$ cat src/rtl/spi_ctl_pkg.sv
package spi_ctl_pkg;

    localparam int WORD_W = 32;
    localparam int ADDR_W = 16;
    localparam int SEL_W  = 4;
    localparam int LEN_W  = 7;
    localparam int CNT_W  = LEN_W + 1;

    typedef enum logic [2:0] {
        ST_HEADER,
        ST_READ,
        ST_WRITE,
        ST_WTAIL,
        ST_DONE,
        ST_ABORT
    } ctl_state_t;

    typedef struct packed {
        logic              is_data;
        logic              is_write;
        logic [SEL_W-1:0]  sel;
        logic [ADDR_W-1:0] addr;
        logic [CNT_W-1:0]  count;
        logic              parity_ok;
    } ctl_hdr_t;

endpackage

$ cat src/rtl/ctl_word_shifter.sv
module ctl_word_shifter
    import spi_ctl_pkg::*;
(
    input  logic              clk,
    input  logic              rst_n,
    input  logic              frame_active,
    input  logic              bit_strobe,
    input  logic              mosi,
    input  logic [WORD_W-1:0] load_word,
    output logic              word_done,
    output logic [WORD_W-1:0] rx_word,
    output logic              miso
);

    localparam int BIT_W = $clog2(WORD_W);
    localparam logic [BIT_W-1:0] LAST_BIT = BIT_W'(WORD_W - 1);

    logic [BIT_W-1:0]  bit_cnt_q;
    logic [WORD_W-2:0] rx_sh_q;
    logic [WORD_W-1:0] tx_sh_q;

    // the strobe that completes a word also hands out the next transmit word
    assign word_done = frame_active && bit_strobe && (bit_cnt_q == LAST_BIT);
    assign rx_word   = {rx_sh_q, mosi};
    assign miso      = frame_active && tx_sh_q[WORD_W-1];

    always_ff @(posedge clk or negedge rst_n) begin
        if (!rst_n) begin
            bit_cnt_q <= '0;
            rx_sh_q   <= '0;
            tx_sh_q   <= '0;
        end else if (!frame_active) begin
            bit_cnt_q <= '0;
            rx_sh_q   <= '0;
            tx_sh_q   <= '0;
        end else if (bit_strobe) begin
            rx_sh_q <= {rx_sh_q[WORD_W-3:0], mosi};
            if (bit_cnt_q == LAST_BIT) begin
                bit_cnt_q <= '0;
                tx_sh_q   <= load_word;
            end else begin
                bit_cnt_q <= bit_cnt_q + 1'b1;
                tx_sh_q   <= {tx_sh_q[WORD_W-2:0], 1'b0};
            end
        end
    end

endmodule

$ cat src/rtl/ctl_hdr_decode.sv
module ctl_hdr_decode
    import spi_ctl_pkg::*;
(
    input  logic [WORD_W-1:0] word,
    output ctl_hdr_t          hdr,
    output logic              accept
);

    always_comb begin
        hdr.is_data   = word[31];
        hdr.is_write  = word[29];
        hdr.sel       = word[27:24];
        hdr.addr      = word[23:8];
        hdr.count     = {1'b0, word[7:1]} + CNT_W'(1);
        // odd parity over the whole header, reserved bits included
        hdr.parity_ok = ^word;
    end

    assign accept = !hdr.is_data && hdr.parity_ok;

endmodule

$ cat src/rtl/ctl_reg_bank.sv
module ctl_reg_bank
    import spi_ctl_pkg::*;
#(
    parameter int               NUM_REGS  = 8,
    parameter logic [SEL_W-1:0] SEL_VALUE = '0,
    parameter logic [WORD_W-1:0] ID_VALUE = 32'h1C0A_0001
) (
    input  logic                       clk,
    input  logic                       rst_n,
    input  logic                       wr_req,
    input  logic [SEL_W-1:0]           acc_sel,
    input  logic [ADDR_W-1:0]          acc_addr,
    input  logic [WORD_W-1:0]          wr_data,
    output logic [WORD_W-1:0]          rd_data,
    output logic [NUM_REGS*WORD_W-1:0] image
);

    localparam int IDX_W = (NUM_REGS > 1) ? $clog2(NUM_REGS) : 1;

    logic             in_range;
    logic [IDX_W-1:0] idx;

    assign in_range = (acc_sel == SEL_VALUE) && (acc_addr < ADDR_W'(NUM_REGS));
    assign idx      = acc_addr[IDX_W-1:0];

    for (genvar g = 0; g < NUM_REGS; g++) begin : g_word
        if (g == 0) begin : g_id
            // identification word: fixed, writes have no path here
            assign image[WORD_W-1:0] = ID_VALUE;
        end else begin : g_rw
            logic [WORD_W-1:0] val_q;
            always_ff @(posedge clk or negedge rst_n) begin
                if (!rst_n) begin
                    val_q <= '0;
                end else if (wr_req && in_range && (idx == IDX_W'(g))) begin
                    val_q <= wr_data;
                end
            end
            assign image[g*WORD_W +: WORD_W] = val_q;
        end
    end

    always_comb begin
        rd_data = '0;
        if (in_range) begin
            rd_data = image[int'(idx)*WORD_W +: WORD_W];
        end
    end

endmodule

$ cat src/rtl/spi_ctl_target.sv
module spi_ctl_target
    import spi_ctl_pkg::*;
#(
    parameter int               NUM_REGS  = 8,
    parameter logic [SEL_W-1:0] SEL_VALUE = '0,
    parameter logic [WORD_W-1:0] ID_VALUE = 32'h1C0A_0001
) (
    input  logic                       clk,
    input  logic                       rst_n,
    input  logic                       frame_active,
    input  logic                       bit_strobe,
    input  logic                       mosi,
    output logic                       miso,
    output logic [NUM_REGS*WORD_W-1:0] reg_image
);

    ctl_state_t        state_q, state_d;
    logic [ADDR_W-1:0] addr_q, addr_d;
    logic [SEL_W-1:0]  sel_q, sel_d;
    logic [CNT_W-1:0]  cnt_q, cnt_d;

    logic              word_done;
    logic [WORD_W-1:0] rx_word;
    logic [WORD_W-1:0] load_word;
    logic [WORD_W-1:0] rd_data;
    logic              wr_req;
    ctl_hdr_t          hdr;
    logic              hdr_accept;

    ctl_word_shifter u_shift (
        .clk          (clk),
        .rst_n        (rst_n),
        .frame_active (frame_active),
        .bit_strobe   (bit_strobe),
        .mosi         (mosi),
        .load_word    (load_word),
        .word_done    (word_done),
        .rx_word      (rx_word),
        .miso         (miso)
    );

    ctl_hdr_decode u_hdr (
        .word   (rx_word),
        .hdr    (hdr),
        .accept (hdr_accept)
    );

    ctl_reg_bank #(
        .NUM_REGS  (NUM_REGS),
        .SEL_VALUE (SEL_VALUE),
        .ID_VALUE  (ID_VALUE)
    ) u_bank (
        .clk      (clk),
        .rst_n    (rst_n),
        .wr_req   (wr_req),
        .acc_sel  (sel_q),
        .acc_addr (addr_q),
        .wr_data  (rx_word),
        .rd_data  (rd_data),
        .image    (reg_image)
    );

    // state register
    always_ff @(posedge clk or negedge rst_n) begin
        if (!rst_n) begin
            state_q <= ST_HEADER;
            addr_q  <= '0;
            sel_q   <= '0;
            cnt_q   <= '0;
        end else begin
            state_q <= state_d;
            addr_q  <= addr_d;
            sel_q   <= sel_d;
            cnt_q   <= cnt_d;
        end
    end

    // next state and outputs; load_word is what the host sees in the next slot
    always_comb begin
        state_d   = state_q;
        addr_d    = addr_q;
        sel_d     = sel_q;
        cnt_d     = cnt_q;
        load_word = '0;
        wr_req    = 1'b0;

        unique case (state_q)
            ST_HEADER: begin
                if (word_done) begin
                    if (hdr_accept) begin
                        load_word = rx_word;
                        addr_d    = hdr.addr;
                        sel_d     = hdr.sel;
                        cnt_d     = hdr.count;
                        state_d   = hdr.is_write ? ST_WRITE : ST_READ;
                    end else begin
                        state_d = ST_ABORT;
                    end
                end
            end
            ST_READ: begin
                if (word_done) begin
                    load_word = rd_data;
                    addr_d    = addr_q + 1'b1;
                    cnt_d     = cnt_q - 1'b1;
                    if (cnt_q == CNT_W'(1)) begin
                        state_d = ST_DONE;
                    end
                end
            end
            ST_WRITE: begin
                if (word_done) begin
                    wr_req    = 1'b1;
                    load_word = rx_word;
                    addr_d    = addr_q + 1'b1;
                    cnt_d     = cnt_q - 1'b1;
                    if (cnt_q == CNT_W'(1)) begin
                        state_d = ST_WTAIL;
                    end
                end
            end
            ST_WTAIL: begin
                if (word_done) begin
                    state_d = ST_DONE;
                end
            end
            ST_DONE: begin
                state_d = ST_DONE;
            end
            ST_ABORT: begin
                state_d = ST_ABORT;
            end
        endcase

        if (!frame_active) begin
            state_d = ST_HEADER;
        end
    end

endmodule

$ cat config.mk
export PLATFORM = sky130hd
export DESIGN_NAME = spi_ctl_target
export DESIGN_NICKNAME = d
export VERILOG_FILES = /design/src/rtl/spi_ctl_pkg.sv /design/src/rtl/ctl_word_shifter.sv /design/src/rtl/ctl_hdr_decode.sv /design/src/rtl/ctl_reg_bank.sv /design/src/rtl/spi_ctl_target.sv
export SDC_FILE = /design/constraint.sdc
export NUM_CORES = 1
export LEC_CHECK = 0
export ABC_AREA = 1
export BUFFER_PORTS_ARGS = -buffer_cell sky130_fd_sc_hd__buf_2
export CAP_MARGIN = 20
export CORE_MARGIN = 3
export CORE_UTILIZATION = 57
export DETAILED_ROUTE_END_ITERATION = 12
export PLACE_DENSITY = 0.84
export RECOVER_POWER = 25
export SLEW_MARGIN = 0
export SYNTH_ARGS = -nofsm -noshare
export SYNTH_HDL_FRONTEND = slang
export SYNTH_SLANG_ARGS = --single-unit
$ cat constraint.sdc
create_clock -name clk -period 2.3 [get_ports clk]
set_input_delay 0.23 -clock clk [delete_from_list [all_inputs] [get_ports clk]]
set_output_delay 0.23 -clock clk [all_outputs]
set_load 0.03 [all_outputs]
==> results.txt, run 1 <==
Detailed-route via count: 16878
Post-synthesis simple-gate area fraction: 24.22%
Finished Cell Area: 0.02018 sq mm
Slowest CP cell: dfrtp_1
Crit path time final: 2.337 ns
Antenna cell count: 0
RSZ-0062 raised after global routing: yes
Register area: 0.008089 sq mm
Post-synthesis sequential area ratio: 48.78%
Setup crit start kind: register
Arrival time at the worst endpoint: 2.78 ns
Setup crit end kind: register
Slew Viols, Final: 69
Global-route wire length before repair: 82200 um
Worst hold margin: 0.01757 ns
Port bufs: 229
DRC viols: 0
CP Max Fanout: 32
DP Worst Slack: 0.006651 ns
Num rows: 61
Non-filler cells, final: 2746
Placed cells: 2649
Final-layout fill cell count: 2047
XOR/XNOR Fraction of Synth Area: 1.004%
HP Class: input port to register
Maxcap violations: 1
H-tree levels: 2
GPL Wtd Cong: 0.9859
Placed Area: 0.01823 sq mm
Worst-Skew Late Latency: 0.54 ns
Reg2reg start: u_shift.bit_cnt_q[1]
Tcrit/Tclk final: 101.6%
Root Buffer: clkbuf_16
Vias in the first global route: 15069
Worst path max stage delay: 0.37 ns
Hold Path Origin: bit_strobe
Total GRT Usage: 33.11%
Total power: 12.47 mW
Initial Util: 58.67%
Family with the most delay on the worst path: simple AND/OR/NAND/NOR gates
CTS max path bufs: 3
Mapped Avg Cell Area: 7.823 sq um
Initial antenna violation count: 0
Most frequent cells in the layout: 681 x nand2_1, 320 x dfrtp_1, 229 x buf_2
Crit path required time: 2.74 ns
CTS tree: done
Failing checks: max-capacitance violations, max-slew violations, negative setup slack
Post-Route WL: 57060 um
Horiz. Die Dim: 176.5 um
HPWL Detailed: 35240 um
Worst-margin pin slew: 1.762 ns
Largest family of logic cells by synthesized area: simple AND/OR/NAND/NOR gates
Largest net degree at the start of global routing: 70
Layout area overhead: 21.77%
Post-synthesis mux area share: 0%
Final hold violations: 0
Multi-input logic area: 0.007239 sq mm
Synthesized instance count: 2118
Routed length per instance: 20.78 um
WL met1: 20870 um
Io pins: 262
Highest routed metal layer: met4
Setup TNS: -0.04046 ns
Final Setup Violations: 2
Metal2 WL: 25340 um
DRT antenna net count: 0
Final worst slack: -0.03713 ns
Final core utilization: 71.44%
Synth warnings: 0
LEAKAGE: 10.17 nW
Status: complete, but fails checks
Adder-cell share of the synthesized area: 1.057%
Power Density: 618.2 mW/mm^2
Grt ovf: 0
Metal3 WL: 7866 um
DR iter-0 viols: 2412
WS Path Type: register to register
Worst VDD drop: 0.5420 mV
Vias per Instance: 6.146
CORE AREA: 0.02824 sq mm
FMAX: 427.9 MHz
Complex-gate fraction of the synthesized area: 15.70%
Critical path cell sequence: ha_2 > nand2_2 > nor2_2 > ha_2 > inv_2 > nor2_4 > buf_4 > nand2_4 > nor2_8 > buf_4 > nand3_4 > clkbuf_16 > o21ai_1
CTS clk-pin slew, worst paths: 0.07 ns
Die area: 0.03115 sq mm
Die Span Y: 176.5 um
Commonest non-fill, non-tap cell in the layout: nand2_1
Slew headroom: -17.46%
CP startpoint: u_shift.bit_cnt_q[1]
Synth Cell Area: 0.01657 sq mm
Flops & latches, synth: 323
Pre-antenna DRT Iters: 7
TritonCTS buffer count: 35
Share of cells above drive strength 1: 19.47%
Final #Nets: 2362
Num Clock Sinks: 323
Synth cell types: 40
Clock skew: 0.02739 ns
Buffers and inverters on the worst path: 4
==> kinds of logic after synthesis <==
family | after synthesis
buf+inv | 346
other cells | 2
flops | 323
xor+xnor | 19
simple gates | 955
compound gates | 459
fa+ha+maj | 14
==> synth_stat cells, drive strengths merged <==
cell type  number  area, sq um
ha             14        175.2
nor4            4        25.02
nand3b          2        15.01
o21ai         301         1506
a31oi           4        25.02
nand2         706         2695
xor2           11        96.34
nand4          39        244.0
nor2           86        354.1
a32o           22        220.2
nand3         104        583.1
conb            2        7.510
clkinv         10        37.54
a22oi           2        15.01
or2             4        25.02
o211ai         27        202.7
xnor2           8        70.07
a311oi          1        8.760
nor3           10        71.32
inv           158        593.1
o22ai          60        375.4
o221ai          6        52.55
a21oi          32        160.2
buf            99        595.6
a32oi           2        17.52
dfrtp         323         8083
clkbuf         79        296.5
o2111ai         2        17.52
==> routing by layer <==
metal / global-route usage [%] / up-vias
met5: 0 / -
met2: 50.40 / 1385
li1: - / 7359
met4: 11.88 / 0
met1: 46.66 / 7914
met3: 8.043 / 220
==> worst min-delay path, stage by stage <==
cell	delay, ns
buf_2	0.13
nand3_1	0.08
nand2_1	0.05
==> final cells by class <==
type | instances | area share, %
multi-input combinational | 1479 | 35.88
timing repair buffer | 336 | 12.55
clock buffer | 47 | 4.961
clock inverter | 15 | 1.048
tap | 378 | 2.344
inverter | 168 | 3.126
sequential | 323 | 40.09
==> timing repair <==
item | in CTS | in global routing
hold buffers | 1 | 0
pin swaps | 2 | 46
setup buffers | 1 | 16
gates cloned | 1 | 16
endpoints found under the setup margin | 2 | 268
resized for setup | 2 | 57
endpoints found under the hold margin | 62 | 0
==> power by group <==
part | total [mW] | internal [mW] | switching (mW)
clock | 5.94 | 3.53 | 2.41
sequential | 5.74 | 5.70 | 0.0375
combinational | 0.793 | 0.193 | 0.601
==> flip-flops by register name, indices dropped and copies added (netlist names) <==
signal                    cells
addr_q                       16
cnt_q                         8
sel_q                         4
state_q                       3
u_bank.g_word.g_rw.val_q    224
u_shift.bit_cnt_q             5
u_shift.rx_sh_q              31
u_shift.tx_sh_q              32
==> final timing paths <==
| path | endpoint | slack (ns) | depth (start not counted) |
|---|---|---|---|
| max reg2reg | u_bank.g_word[1].g_rw.val_q[17] | -0.04 | 13 |
| max in group asynchronous | u_bank.g_word[1].g_rw.val_q[30] | 0.34 | 3 |
| min reg2reg | u_shift.bit_cnt_q[4] | 0.49 | 2 |
| max | u_bank.g_word[1].g_rw.val_q[17] | -0.04 | 13 |
| min in group asynchronous | cnt_q[3] | 0.73 | 2 |
| min | u_shift.bit_cnt_q[1] | 0.02 | 3 |
Note: power is estimated with default switching activity, not from simulation.
==> run 2: changes to the inputs <==
RECOVER_POWER = 50   (was 25)
==> run 2 against run 1 <==
- the flow still finishes with violations (max-capacitance violations, max-slew violations, negative setup slack)
- final area stayed put
- final cell count stayed put
- non-clock buffer count stayed put
- combinational power hardly changed
- highest routed layer unchanged
- critical path depth stayed put
- sequential cell count stayed put
- fmax is 0.12% higher
- first-iteration DRC count stayed put
==> results.txt, run 2 (synthesized netlist as in run 1, its figures left out) <==
Status: complete, but fails checks
Failing checks: max-capacitance violations, max-slew violations, negative setup slack
Metal3 WL: 7920 um
Metal2 WL: 25500 um
HP Class: input port to register
Die Span Y: 176.5 um
Largest net degree at the start of global routing: 70
Share of cells above drive strength 1: 19.47%
Vias per Instance: 6.137
DR iter-0 viols: 2412
Pre-antenna DRT Iters: 9
CTS tree: done
Horiz. Die Dim: 176.5 um
Antenna cell count: 0
Routed length per instance: 20.79 um
Worst R2R Setup Slack: -0.03 ns
Final Setup Violations: 1
Final hold violations: 0
HPWL Detailed: 35240 um
DRT antenna net count: 0
WS Path Type: register to register
CP Max Fanout: 32
Io pins: 262
Placed cells: 2649
Port bufs: 229
GPL Wtd Cong: 0.9859
Num Clock Sinks: 323
CTS clk-pin slew, worst paths: 0.06 ns
Slowest CP cell: dfrtp_1
Initial Util: 58.67%
Maxcap violations: 1
Crit path time final: 2.334 ns
Arrival time at the worst endpoint: 2.78 ns
Die area: 0.03115 sq mm
Post-Route WL: 57080 um
Biggest regs: u_bank.g_word.g_rw.val_q (224), u_shift.tx_sh_q (32), u_shift.rx_sh_q (31)
LEAKAGE: 10.17 nW
Initial antenna violation count: 0
DP Worst Slack: 0.006651 ns
Worst VDD drop: 0.5388 mV
Commonest non-fill, non-tap cell in the layout: nand2_1
Worst-Skew Late Latency: 0.54 ns
Slew headroom: -16.66%
Detailed-route via count: 16852
Slew Viols, Final: 69
Max FFs per register: 224
Root Buffer: clkbuf_16
Layout area overhead: 21.77%
H-tree levels: 2
CORE AREA: 0.02824 sq mm
Most frequent cells in the layout: 681 x nand2_1, 320 x dfrtp_1, 229 x buf_2
WL met1: 20790 um
Buffers and inverters on the worst path: 4
RSZ-0062 raised after global routing: yes
Critical path cell sequence: ha_2 > nand2_2 > nor2_2 > ha_2 > inv_2 > nor2_4 > buf_4 > nand2_4 > nor2_8 > buf_4 > nand3_4 > clkbuf_16 > o21ai_1
Num rows: 61
Setup crit start kind: register
DRC viols: 0
CTS max path bufs: 3
Clock skew: 0.03072 ns
TritonCTS buffer count: 35
Family with the most delay on the worst path: simple AND/OR/NAND/NOR gates
FMAX: 428.4 MHz
Worst-margin pin slew: 1.750 ns
Highest routed metal layer: met4
Non-filler cells, final: 2746
Vias in the first global route: 15069
Worst path max stage delay: 0.37 ns
Final #Nets: 2362
Total GRT Usage: 33.11%
Power Density: 618.4 mW/mm^2
Grt ovf: 0
Setup crit end kind: register
Global-route wire length before repair: 82200 um
Tcrit/Tclk final: 101.5%
Final worst slack: -0.03428 ns
Most flops, register: u_bank.g_word.g_rw.val_q
Crit path required time: 2.74 ns
## run 2: cell count changes in the layout (fill, tap and decap cells not counted)
cell      before  now
buf_4         59   57
clkbuf_4       0    2
## run 2: per-layer routing
| metal | track usage (%) | vias to the layer above |
|---|---|---|
| met1 | 46.66 | 7883 |
| met2 | 50.40 | 1390 |
| met4 | 11.88 | 0 |
| li1 | - | 7359 |
| met5 | 0 | - |
| met3 | 8.043 | 220 |
## run 2: layout make-up
type	instances	area [sq um]
clock inverter	15	211.5
tap	378	473.0
timing repair buffer	336	2531
multi-input combinational	1479	7239
sequential	323	8089
fill	2047	8064
inverter	168	630.6
clock buffer	47	1001
## run 2: what timing repair did
item | CTS | global route
setup endpoints to repair | 2 | 268
hold buffers | 1 | 0
setup buffers | 1 | 16
endpoints found under the hold margin | 62 | 0
gates cloned | 1 | 16
pin swaps | 2 | 46
gates resized for setup | 2 | 57
## run 2: worst paths after layout
kind                                       from                         endpoint  depth (start not counted)
max                        u_shift.bit_cnt_q[1]  u_bank.g_word[1].g_rw.val_q[17]                         13
min in group asynchronous                 rst_n                         cnt_q[3]                          2
min                                  bit_strobe             u_shift.bit_cnt_q[1]                          3
max in group asynchronous                 rst_n               u_shift.rx_sh_q[6]                          3
max reg2reg                u_shift.bit_cnt_q[1]  u_bank.g_word[1].g_rw.val_q[17]                         13
min reg2reg                u_shift.bit_cnt_q[4]             u_shift.bit_cnt_q[4]                          2
## run 2: power by group
part	total, mW	internal (mW)	switching [mW]
sequential	5.74	5.70	0.0376
combinational	0.794	0.192	0.601
clock	5.95	3.53	2.42
total	12.5	9.42	3.05
## run 2: stage by stage
| stage | hold WS, ns | total power, mW | utilization (%) | cell area [sq um] | setup TNS [ns] |
|---|---|---|---|---|---|
| finish | 0.01666 | 12.48 | 71.44 | 20180 | -0.03428 |
| global placement | 0.2448 | 6.566 | 64.55 | 18230 | 0 |
| detailed placement | 0.2499 | 6.580 | 64.55 | 18230 | 0 |
| CTS | 0.01112 | 12.41 | 69.06 | 19500 | -0.001621 |
| floorplan | -0.06559 | 6.338 | - | 16680 | 0 |
| global route | 0.04155 | 12.81 | 71.44 | 20180 | -16.27 |
## run 2: worst register-to-register path, stage by stage (launching register included)
cell and delay [ns]:
dfrtp_1 0.37, ha_2 0.20, nand2_2 0.06, nor2_2 0.11
ha_2 0.22, inv_2 0.05, nor2_4 0.09, buf_4 0.14
nand2_4 0.07, nor2_8 0.22, buf_4 0.16, nand3_4 0.10
clkbuf_16 0.24, o21ai_1 0.23
